--- src/rtl/mdsw_pkg.sv ---
package mdsw_pkg;

    localparam int MODE_W = 2;

    typedef enum logic [1:0] {
        MD_NORMAL = 2'b00,
        MD_LUMA   = 2'b01,
        MD_NINE   = 2'b10,
        MD_HUE    = 2'b11
    } disp_mode_e;

    typedef enum logic [1:0] {
        XK_CLEAN     = 2'b00,
        XK_WIDE_EXIT = 2'b01,
        XK_NINE_EXIT = 2'b10
    } xfer_kind_e;

    typedef enum logic [1:0] {
        ST_IDLE   = 2'b00,
        ST_ARMED  = 2'b01,
        ST_REPEAT = 2'b10
    } slot_state_e;

    typedef struct packed {
        disp_mode_e mode;
        xfer_kind_e kind;
    } change_t;

    // Number of slots a change occupies on screen.
    function automatic logic [1:0] kind_span(input xfer_kind_e k);
        return (k == XK_WIDE_EXIT) ? 2'd2 : 2'd1;
    endfunction

endpackage

--- src/rtl/mdsw_xfer_classify.sv ---
module mdsw_xfer_classify
    import mdsw_pkg::*;
#(
    parameter int LEAD_W    = 9,
    parameter int DLY_SHORT = 3,
    parameter int DLY_STD   = 4
) (
    input  disp_mode_e        from_mode,
    input  disp_mode_e        to_mode,
    output logic [LEAD_W-1:0] lead,
    output xfer_kind_e        kind
);

    logic from_wide;
    assign from_wide = (from_mode == MD_LUMA) || (from_mode == MD_HUE);

    always_comb begin
        lead = LEAD_W'(DLY_STD);
        kind = XK_CLEAN;
        if (from_mode == MD_NORMAL && to_mode == MD_NINE) begin
            lead = LEAD_W'(DLY_SHORT);
        end else if (from_wide && to_mode == MD_NORMAL) begin
            lead = LEAD_W'(DLY_SHORT);
            kind = XK_WIDE_EXIT;
        end else if (from_mode == MD_NINE && to_mode == MD_NORMAL) begin
            kind = XK_NINE_EXIT;
        end
    end

endmodule

--- src/rtl/mdsw_change_fifo.sv ---
module mdsw_change_fifo #(
    parameter int DEPTH = 4,
    parameter int DW    = 12
) (
    input  logic          clk,
    input  logic          rst_n,
    input  logic          push,
    input  logic [DW-1:0] push_data,
    input  logic          pop,
    output logic [DW-1:0] head_data,
    output logic          empty,
    output logic          full
);

    localparam int PTR_W = (DEPTH > 1) ? $clog2(DEPTH) : 1;
    localparam int CNT_W = $clog2(DEPTH + 1);

    logic [DW-1:0]    slots [DEPTH];
    logic [PTR_W-1:0] rd_ptr;
    logic [PTR_W-1:0] wr_ptr;
    logic [CNT_W-1:0] count;
    logic             do_push;
    logic             do_pop;

    function automatic logic [PTR_W-1:0] bump(input logic [PTR_W-1:0] p);
        return (p == PTR_W'(DEPTH - 1)) ? '0 : p + 1'b1;
    endfunction

    assign empty     = (count == '0);
    assign full      = (count == CNT_W'(DEPTH));
    assign do_push   = push && !full;
    assign do_pop    = pop && !empty;
    assign head_data = slots[rd_ptr];

    always_ff @(posedge clk or negedge rst_n) begin
        if (!rst_n) begin
            rd_ptr <= '0;
            wr_ptr <= '0;
            count  <= '0;
        end else begin
            if (do_push) wr_ptr <= bump(wr_ptr);
            if (do_pop)  rd_ptr <= bump(rd_ptr);
            if (do_push && !do_pop)      count <= count + 1'b1;
            else if (do_pop && !do_push) count <= count - 1'b1;
        end
    end

    for (genvar g = 0; g < DEPTH; g++) begin : g_slot
        always_ff @(posedge clk or negedge rst_n) begin
            if (!rst_n) begin
                slots[g] <= '0;
            end else if (do_push && wr_ptr == PTR_W'(g)) begin
                slots[g] <= push_data;
            end
        end
    end

endmodule

--- src/rtl/mdsw_slot_fsm.sv ---
module mdsw_slot_fsm
    import mdsw_pkg::*;
#(
    parameter int POS_W = 8
) (
    input  logic             clk,
    input  logic             rst_n,
    input  logic             cc_en,
    input  logic             hires_req,
    input  logic [POS_W-1:0] hpos,
    input  logic             head_valid,
    input  logic [POS_W-1:0] head_tgt,
    input  change_t          head_chg,
    output logic             pop,
    output disp_mode_e       mode_q,
    output logic             hires_q,
    output logic             cut_q,
    output logic             blank_q,
    output logic             rep_q
);

    slot_state_e state;
    slot_state_e state_nxt;
    logic        hit;
    disp_mode_e  slot_mode;
    logic        slot_cut;
    logic        slot_blank;
    logic        slot_rep;

    assign hit = cc_en && (state == ST_ARMED) && head_valid && (head_tgt == hpos);
    assign pop = hit;

    // State register
    always_ff @(posedge clk or negedge rst_n) begin
        if (!rst_n) state <= ST_IDLE;
        else        state <= state_nxt;
    end

    // Next-state decode
    always_comb begin
        state_nxt = state;
        unique case (state)
            ST_IDLE: begin
                if (head_valid) state_nxt = ST_ARMED;
            end
            ST_ARMED: begin
                if (hit && head_chg.kind == XK_WIDE_EXIT) state_nxt = ST_REPEAT;
                else if (!head_valid)                    state_nxt = ST_IDLE;
            end
            ST_REPEAT: begin
                if (cc_en) state_nxt = ST_ARMED;
            end
            default: state_nxt = ST_IDLE;
        endcase
    end

    // Slot content decode
    always_comb begin
        slot_mode  = mode_q;
        slot_cut   = 1'b0;
        slot_blank = 1'b0;
        slot_rep   = 1'b0;
        if (state == ST_REPEAT) begin
            slot_mode = MD_NORMAL;
            slot_rep  = 1'b1;
        end else if (hit) begin
            unique case (head_chg.kind)
                XK_CLEAN: begin
                    slot_mode = head_chg.mode;
                end
                XK_WIDE_EXIT: begin
                    slot_cut   = 1'b1;
                    slot_blank = 1'b1;
                end
                XK_NINE_EXIT: begin
                    slot_mode  = MD_NORMAL;
                    slot_blank = 1'b1;
                end
                default: begin
                    slot_mode = head_chg.mode;
                end
            endcase
        end
    end

    // Output registers, advanced once per color clock
    always_ff @(posedge clk or negedge rst_n) begin
        if (!rst_n) begin
            mode_q  <= MD_NORMAL;
            hires_q <= 1'b0;
            cut_q   <= 1'b0;
            blank_q <= 1'b0;
            rep_q   <= 1'b0;
        end else if (cc_en) begin
            mode_q  <= slot_mode;
            hires_q <= hires_req && (slot_mode == MD_NORMAL);
            cut_q   <= slot_cut;
            blank_q <= slot_blank;
            rep_q   <= slot_rep;
        end
    end

endmodule

--- src/rtl/mode_switch_delay.sv ---
module mode_switch_delay
    import mdsw_pkg::*;
#(
    parameter int LINE_CLKS = 228,
    parameter int POS_W     = 8,
    parameter int QDEPTH    = 4,
    parameter int DLY_SHORT = 3,
    parameter int DLY_STD   = 4
) (
    input  logic              clk,
    input  logic              rst_n,
    input  logic              prio_wr,
    input  logic [MODE_W-1:0] prio_wmode,
    input  logic              cc_en,
    input  logic [POS_W-1:0]  hpos,
    input  logic              hires_req,
    output logic [MODE_W-1:0] mode_eff,
    output logic              hires_eff,
    output logic              half_cut,
    output logic              pf_blank,
    output logic              repeat_prev
);

    localparam int DIST_W  = POS_W + 1;
    localparam int SUM_W   = POS_W + 2;
    localparam int CHG_W   = $bits(change_t);
    localparam int ENTRY_W = POS_W + CHG_W;

    disp_mode_e         req_mode;
    disp_mode_e         sched_mode;
    disp_mode_e         mode_q;
    logic [DIST_W-1:0]  lead;
    xfer_kind_e         new_kind;
    logic [POS_W-1:0]   last_free;
    logic [DIST_W-1:0]  free_dist;
    logic [DIST_W-1:0]  gap;
    logic [SUM_W-1:0]   sum;
    logic [SUM_W-1:0]   sum_wrap;
    logic [POS_W-1:0]   new_tgt;
    logic [SUM_W-1:0]   free_sum;
    change_t            new_chg;
    logic [ENTRY_W-1:0] push_entry;
    logic [ENTRY_W-1:0] head_entry;
    logic [POS_W-1:0]   head_tgt;
    change_t            head_chg;
    logic               q_empty;
    logic               q_full;
    logic               accept;
    logic               pop;

    // Forward distance from position p to target t around the line.
    function automatic logic [DIST_W-1:0] ahead(input logic [POS_W-1:0] t,
                                                input logic [POS_W-1:0] p);
        if (t >= p) return DIST_W'(t) - DIST_W'(p);
        return DIST_W'(t) + DIST_W'(LINE_CLKS) - DIST_W'(p);
    endfunction

    function automatic logic [SUM_W-1:0] wrap_line(input logic [SUM_W-1:0] v);
        return (v >= SUM_W'(LINE_CLKS)) ? v - SUM_W'(LINE_CLKS) : v;
    endfunction

    assign req_mode = disp_mode_e'(prio_wmode);

    mdsw_xfer_classify #(
        .LEAD_W    (DIST_W),
        .DLY_SHORT (DLY_SHORT),
        .DLY_STD   (DLY_STD)
    ) u_classify (
        .from_mode (sched_mode),
        .to_mode   (req_mode),
        .lead      (lead),
        .kind      (new_kind)
    );

    // Spacing: never before the slot after the previous change's last slot.
    assign free_dist = ahead(last_free, hpos);
    assign gap       = (!q_empty && free_dist > lead) ? free_dist : lead;
    assign sum       = SUM_W'(hpos) + SUM_W'(gap);
    assign sum_wrap  = wrap_line(sum);
    assign new_tgt   = POS_W'(sum_wrap);
    assign free_sum  = wrap_line(SUM_W'(new_tgt) + SUM_W'(kind_span(new_kind)));

    assign new_chg.mode = req_mode;
    assign new_chg.kind = new_kind;
    assign push_entry   = {new_tgt, new_chg};
    assign accept       = prio_wr && (req_mode != sched_mode) && !q_full;

    always_ff @(posedge clk or negedge rst_n) begin
        if (!rst_n) begin
            sched_mode <= MD_NORMAL;
            last_free  <= '0;
        end else if (accept) begin
            sched_mode <= req_mode;
            last_free  <= POS_W'(free_sum);
        end
    end

    mdsw_change_fifo #(
        .DEPTH (QDEPTH),
        .DW    (ENTRY_W)
    ) u_fifo (
        .clk       (clk),
        .rst_n     (rst_n),
        .push      (accept),
        .push_data (push_entry),
        .pop       (pop),
        .head_data (head_entry),
        .empty     (q_empty),
        .full      (q_full)
    );

    assign head_tgt = head_entry[ENTRY_W-1 -: POS_W];
    assign head_chg = change_t'(head_entry[CHG_W-1:0]);

    mdsw_slot_fsm #(
        .POS_W (POS_W)
    ) u_fsm (
        .clk        (clk),
        .rst_n      (rst_n),
        .cc_en      (cc_en),
        .hires_req  (hires_req),
        .hpos       (hpos),
        .head_valid (!q_empty),
        .head_tgt   (head_tgt),
        .head_chg   (head_chg),
        .pop        (pop),
        .mode_q     (mode_q),
        .hires_q    (hires_eff),
        .cut_q      (half_cut),
        .blank_q    (pf_blank),
        .rep_q      (repeat_prev)
    );

    assign mode_eff = mode_q;

endmodule

--- config.mk ---
export PLATFORM = sky130hd
export DESIGN_NAME = mode_switch_delay
export DESIGN_NICKNAME = d
export VERILOG_FILES = /design/src/rtl/mdsw_pkg.sv /design/src/rtl/mdsw_xfer_classify.sv /design/src/rtl/mdsw_change_fifo.sv /design/src/rtl/mdsw_slot_fsm.sv /design/src/rtl/mode_switch_delay.sv
export SDC_FILE = /design/constraint.sdc
export NUM_CORES = 1
export LEC_CHECK = 0
export CORE_UTILIZATION = 62
export DETAILED_ROUTE_END_ITERATION = 16
export GPL_TIMING_DRIVEN = 0
export HOLD_SLACK_MARGIN = 0.12
export PLACE_DENSITY_LB_ADDON = 0.12
export SLEW_MARGIN = 20
export SYNTH_ARGS = -nofsm -noshare
export SYNTH_HDL_FRONTEND = slang
export SYNTH_SLANG_ARGS = --single-unit
--- constraint.sdc ---
create_clock -name clk -period 9 [get_ports clk]
set_clock_uncertainty 0.2 [all_clocks]
set_input_delay 1.8 -clock clk [delete_from_list [all_inputs] [get_ports clk]]
set_output_delay 1.8 -clock clk [all_outputs]
set_load 0.01 [all_outputs]
==> run metrics <==
Post-synth EDFFs 0; clock sink count 73; initial antenna violation count 0; placed instance area 5837 um2; register area share after synthesis 0.3326; master of the slowest instance on the critical path or4_1; die area 9240 um2; ant diodes 0; outcome finished, final reports clean; largest net degree at the start of global routing 41; Final Setup Violations 0; Setup WS post-layout 0.3254 ns; min-delay src u_fifo.slots[23]; Hold Path Depth 2; vias in the first global route 4485; filler cell count 597; io pins 21; TritonCTS Buffers 9; worst reg-to-reg path cell count 33; most used cell, CP ha_1; Storage cell area 1827 um2; clk_lat worst skew 0.35 ns; most frequent cell after synthesis nand2_1; Port Buffers 19; critical path launch point type input pin; DR iter-0 viols 347; Die W 96.13 um; vias 4728; top_reg_cell synth dfrtp_1; FMAX 115.3 MHz; worst-margin pin slew 0.8639 ns; grt total ovfl 0; DR DRC count 0; CTS H-tree lvls 3; Synth Area per Inst 9.139 um2; worst reg2reg path startpoint last_free[3]; hold buffer count at cts 0; Site Rows 33; design area 6305 um2; crit end category flip-flop; Yosys top cell by area dfrtp_1; synth warn 0; Final Core Density 0.7522; Chip Height 96.13 um; syn nets 666; Worst R2R End last_free[4]; register bit count reported by yosys 73; Nets 709; most instantiated cells after synthesis nand2_1 (81), dfrtp_1 (73), o21ai_0 (61); Max Buffers Root-to-Sink 2; Area Overhead vs Synth 14.78%; drt total wl 14100 um; Multi-input gate area 3537 um2; Gate Count Post-Synth 601; Place WS -1.446 ns; Antenna Nets Post-Route 0; flop2flop setup slack 1.76 ns; Arr. time, crit path 8.71 ns; Pins Over Slew Limit 0; Synth Cell Area 5493 um2; Max stage delay on crit path 0.43 ns; Synth area leaders dfrtp_1 (33%), ha_1 (9.6%), o21ai_0 (5.6%), nand2_1 (5.5%), mux4_2 (4.9%); Crit Path Max Fanout 10; Worst Hold End u_fifo.slots[23]; CTS tree done; layout cell share with drive strength beyond 1 0.1387; Synth cell types 69; WP data required 9.04 ns; WHS 0.2884 ns; Initial Util 0.6553; TritonRoute pass-1 iters 6; slew margin rel. 0.4209; final clock period utilization by the worst path 0.9639; ys async rst share 1.000; max cap viols 0; post-route minimum period 8.675 ns; Synth top area share 0.3326; GP Congestion 0.9295; min-delay worst type reg -> reg; per-cell routed wire length 18.70 um; Detailed Place HPWL 10280 um; Worst Setup Path Type in -> reg; Worst-path clk slew 0.07 ns; Core Region 8382 um2; DR vias/cell 6.271; Tot GR Track Use 0.3175; endpoints failing hold 0; Clock Tree Root clkbuf_8; wire length of the first global-routing pass 21810 um
==> area by class of cell <==
type | count | share of cell area
flip-flops and latches | 73 | 0.2897
repair buffers | 32 | 0.04902
clock inverters | 5 | 0.01250
multi-input cells | 457 | 0.5610
well taps | 105 | 0.02084
clock buffers | 11 | 0.02243
plain buffers | 19 | 0.01330
inverters | 52 | 0.03116
==> metrics by stage <==
| step | instances | TNS (ns) |
|---|---|---|
| floorplan | 601 | 0 |
| global placement | 725 | -5.534 |
| detailed placement | 726 | -8.574 |
| CTS | 747 | 0 |
| global route | 754 | -0.01168 |
| finish | 754 | 0 |
==> registers in the layout (all words and copies together) (netlist names), 2 cells and up <==
register,count
u_fifo.wr_ptr,2
u_fsm.mode_q,2
u_fifo.count,3
last_free,8
u_fsm.state,2
u_fifo.slots,48
u_fifo.rd_ptr,2
sched_mode,2
==> worst max-delay path, delay by kind of cell <==
| family | cells | cell delay (ns) |
|---|---|---|
| AO/OA/AOI/OAI | 11 | 1.92 |
| AND/OR/NAND/NOR | 10 | 1.88 |
| adder cells (fa/ha/maj) | 6 | 1.67 |
| buffers and inverters | 5 | 0.79 |
| XOR/XNOR | 3 | 0.63 |
==> placed cells by master, fill, tap and decap left out, drive strengths merged, types with 3 or more instances in the layout <==
cell	n
a21oi	23
a31oi	5
nand3	16
o311ai	3
xnor2	27
o21a	4
inv	50
dfrtp	73
buf	19
o31ai	4
nand2b	7
or2	3
fa	8
clkdlybuf4s50	12
clkinv	5
o211ai	8
clkbuf	25
nor2b	5
xor2	9
dlymetal6s2s	5
mux4	12
a31o	4
and3	3
nor3	10
nand4	4
ha	42
and2	4
or3	6
o21ai	65
a21o	8
nand3b	3
mux2i	8
or4	3
nor2	40
mux2	11
nand2	82
a211oi	5
==> worst max path at each step <==
stage | start | end | slack (ns) | cells after the start
2_1_floorplan | hpos[3] | last_free[4] | 0.42 | 33
3_3_place_gp | hpos[3] | last_free[4] | -1.25 | 34
3_5_place_dp | hpos[3] | last_free[4] | -1.45 | 33
4_1_cts | hpos[1] | last_free[4] | 0.04 | 34
5_1_grt | hpos[3] | last_free[4] | -0.01 | 34
6_report | hpos[3] | last_free[4] | 0.33 | 35
==> metal layers <==
metal	GRT usage	wire, um	up-vias
met4	0.07463	190	0
met5	0	0	-
met3	0.05687	855	23
met2	0.5195	6899	201
met1	0.4390	6156	2297
li1	-	-	2207
==> repair_timing <==
action | CTS | global route
endpoints found under the setup margin | 10 | 10
pin swaps | 6 | 5
setup buffers | 5 | 7
resized for setup | 16 | 19
==> logic make-up after synthesis <==
| logic type | after synthesis | synth area share |
|---|---|---|
| compound gates | 148 | 0.1806 |
| xor+xnor | 36 | 0.06082 |
| fa+ha+maj | 50 | 0.1248 |
| buf+inv | 71 | 0.05011 |
| flops | 73 | 0.3326 |
| mux | 31 | 0.08702 |
| simple gates | 192 | 0.1640 |
Power is left out: the tool's default activity adds up to more than one toggle a clock period on the data nets, which glitch-free logic cannot reach.
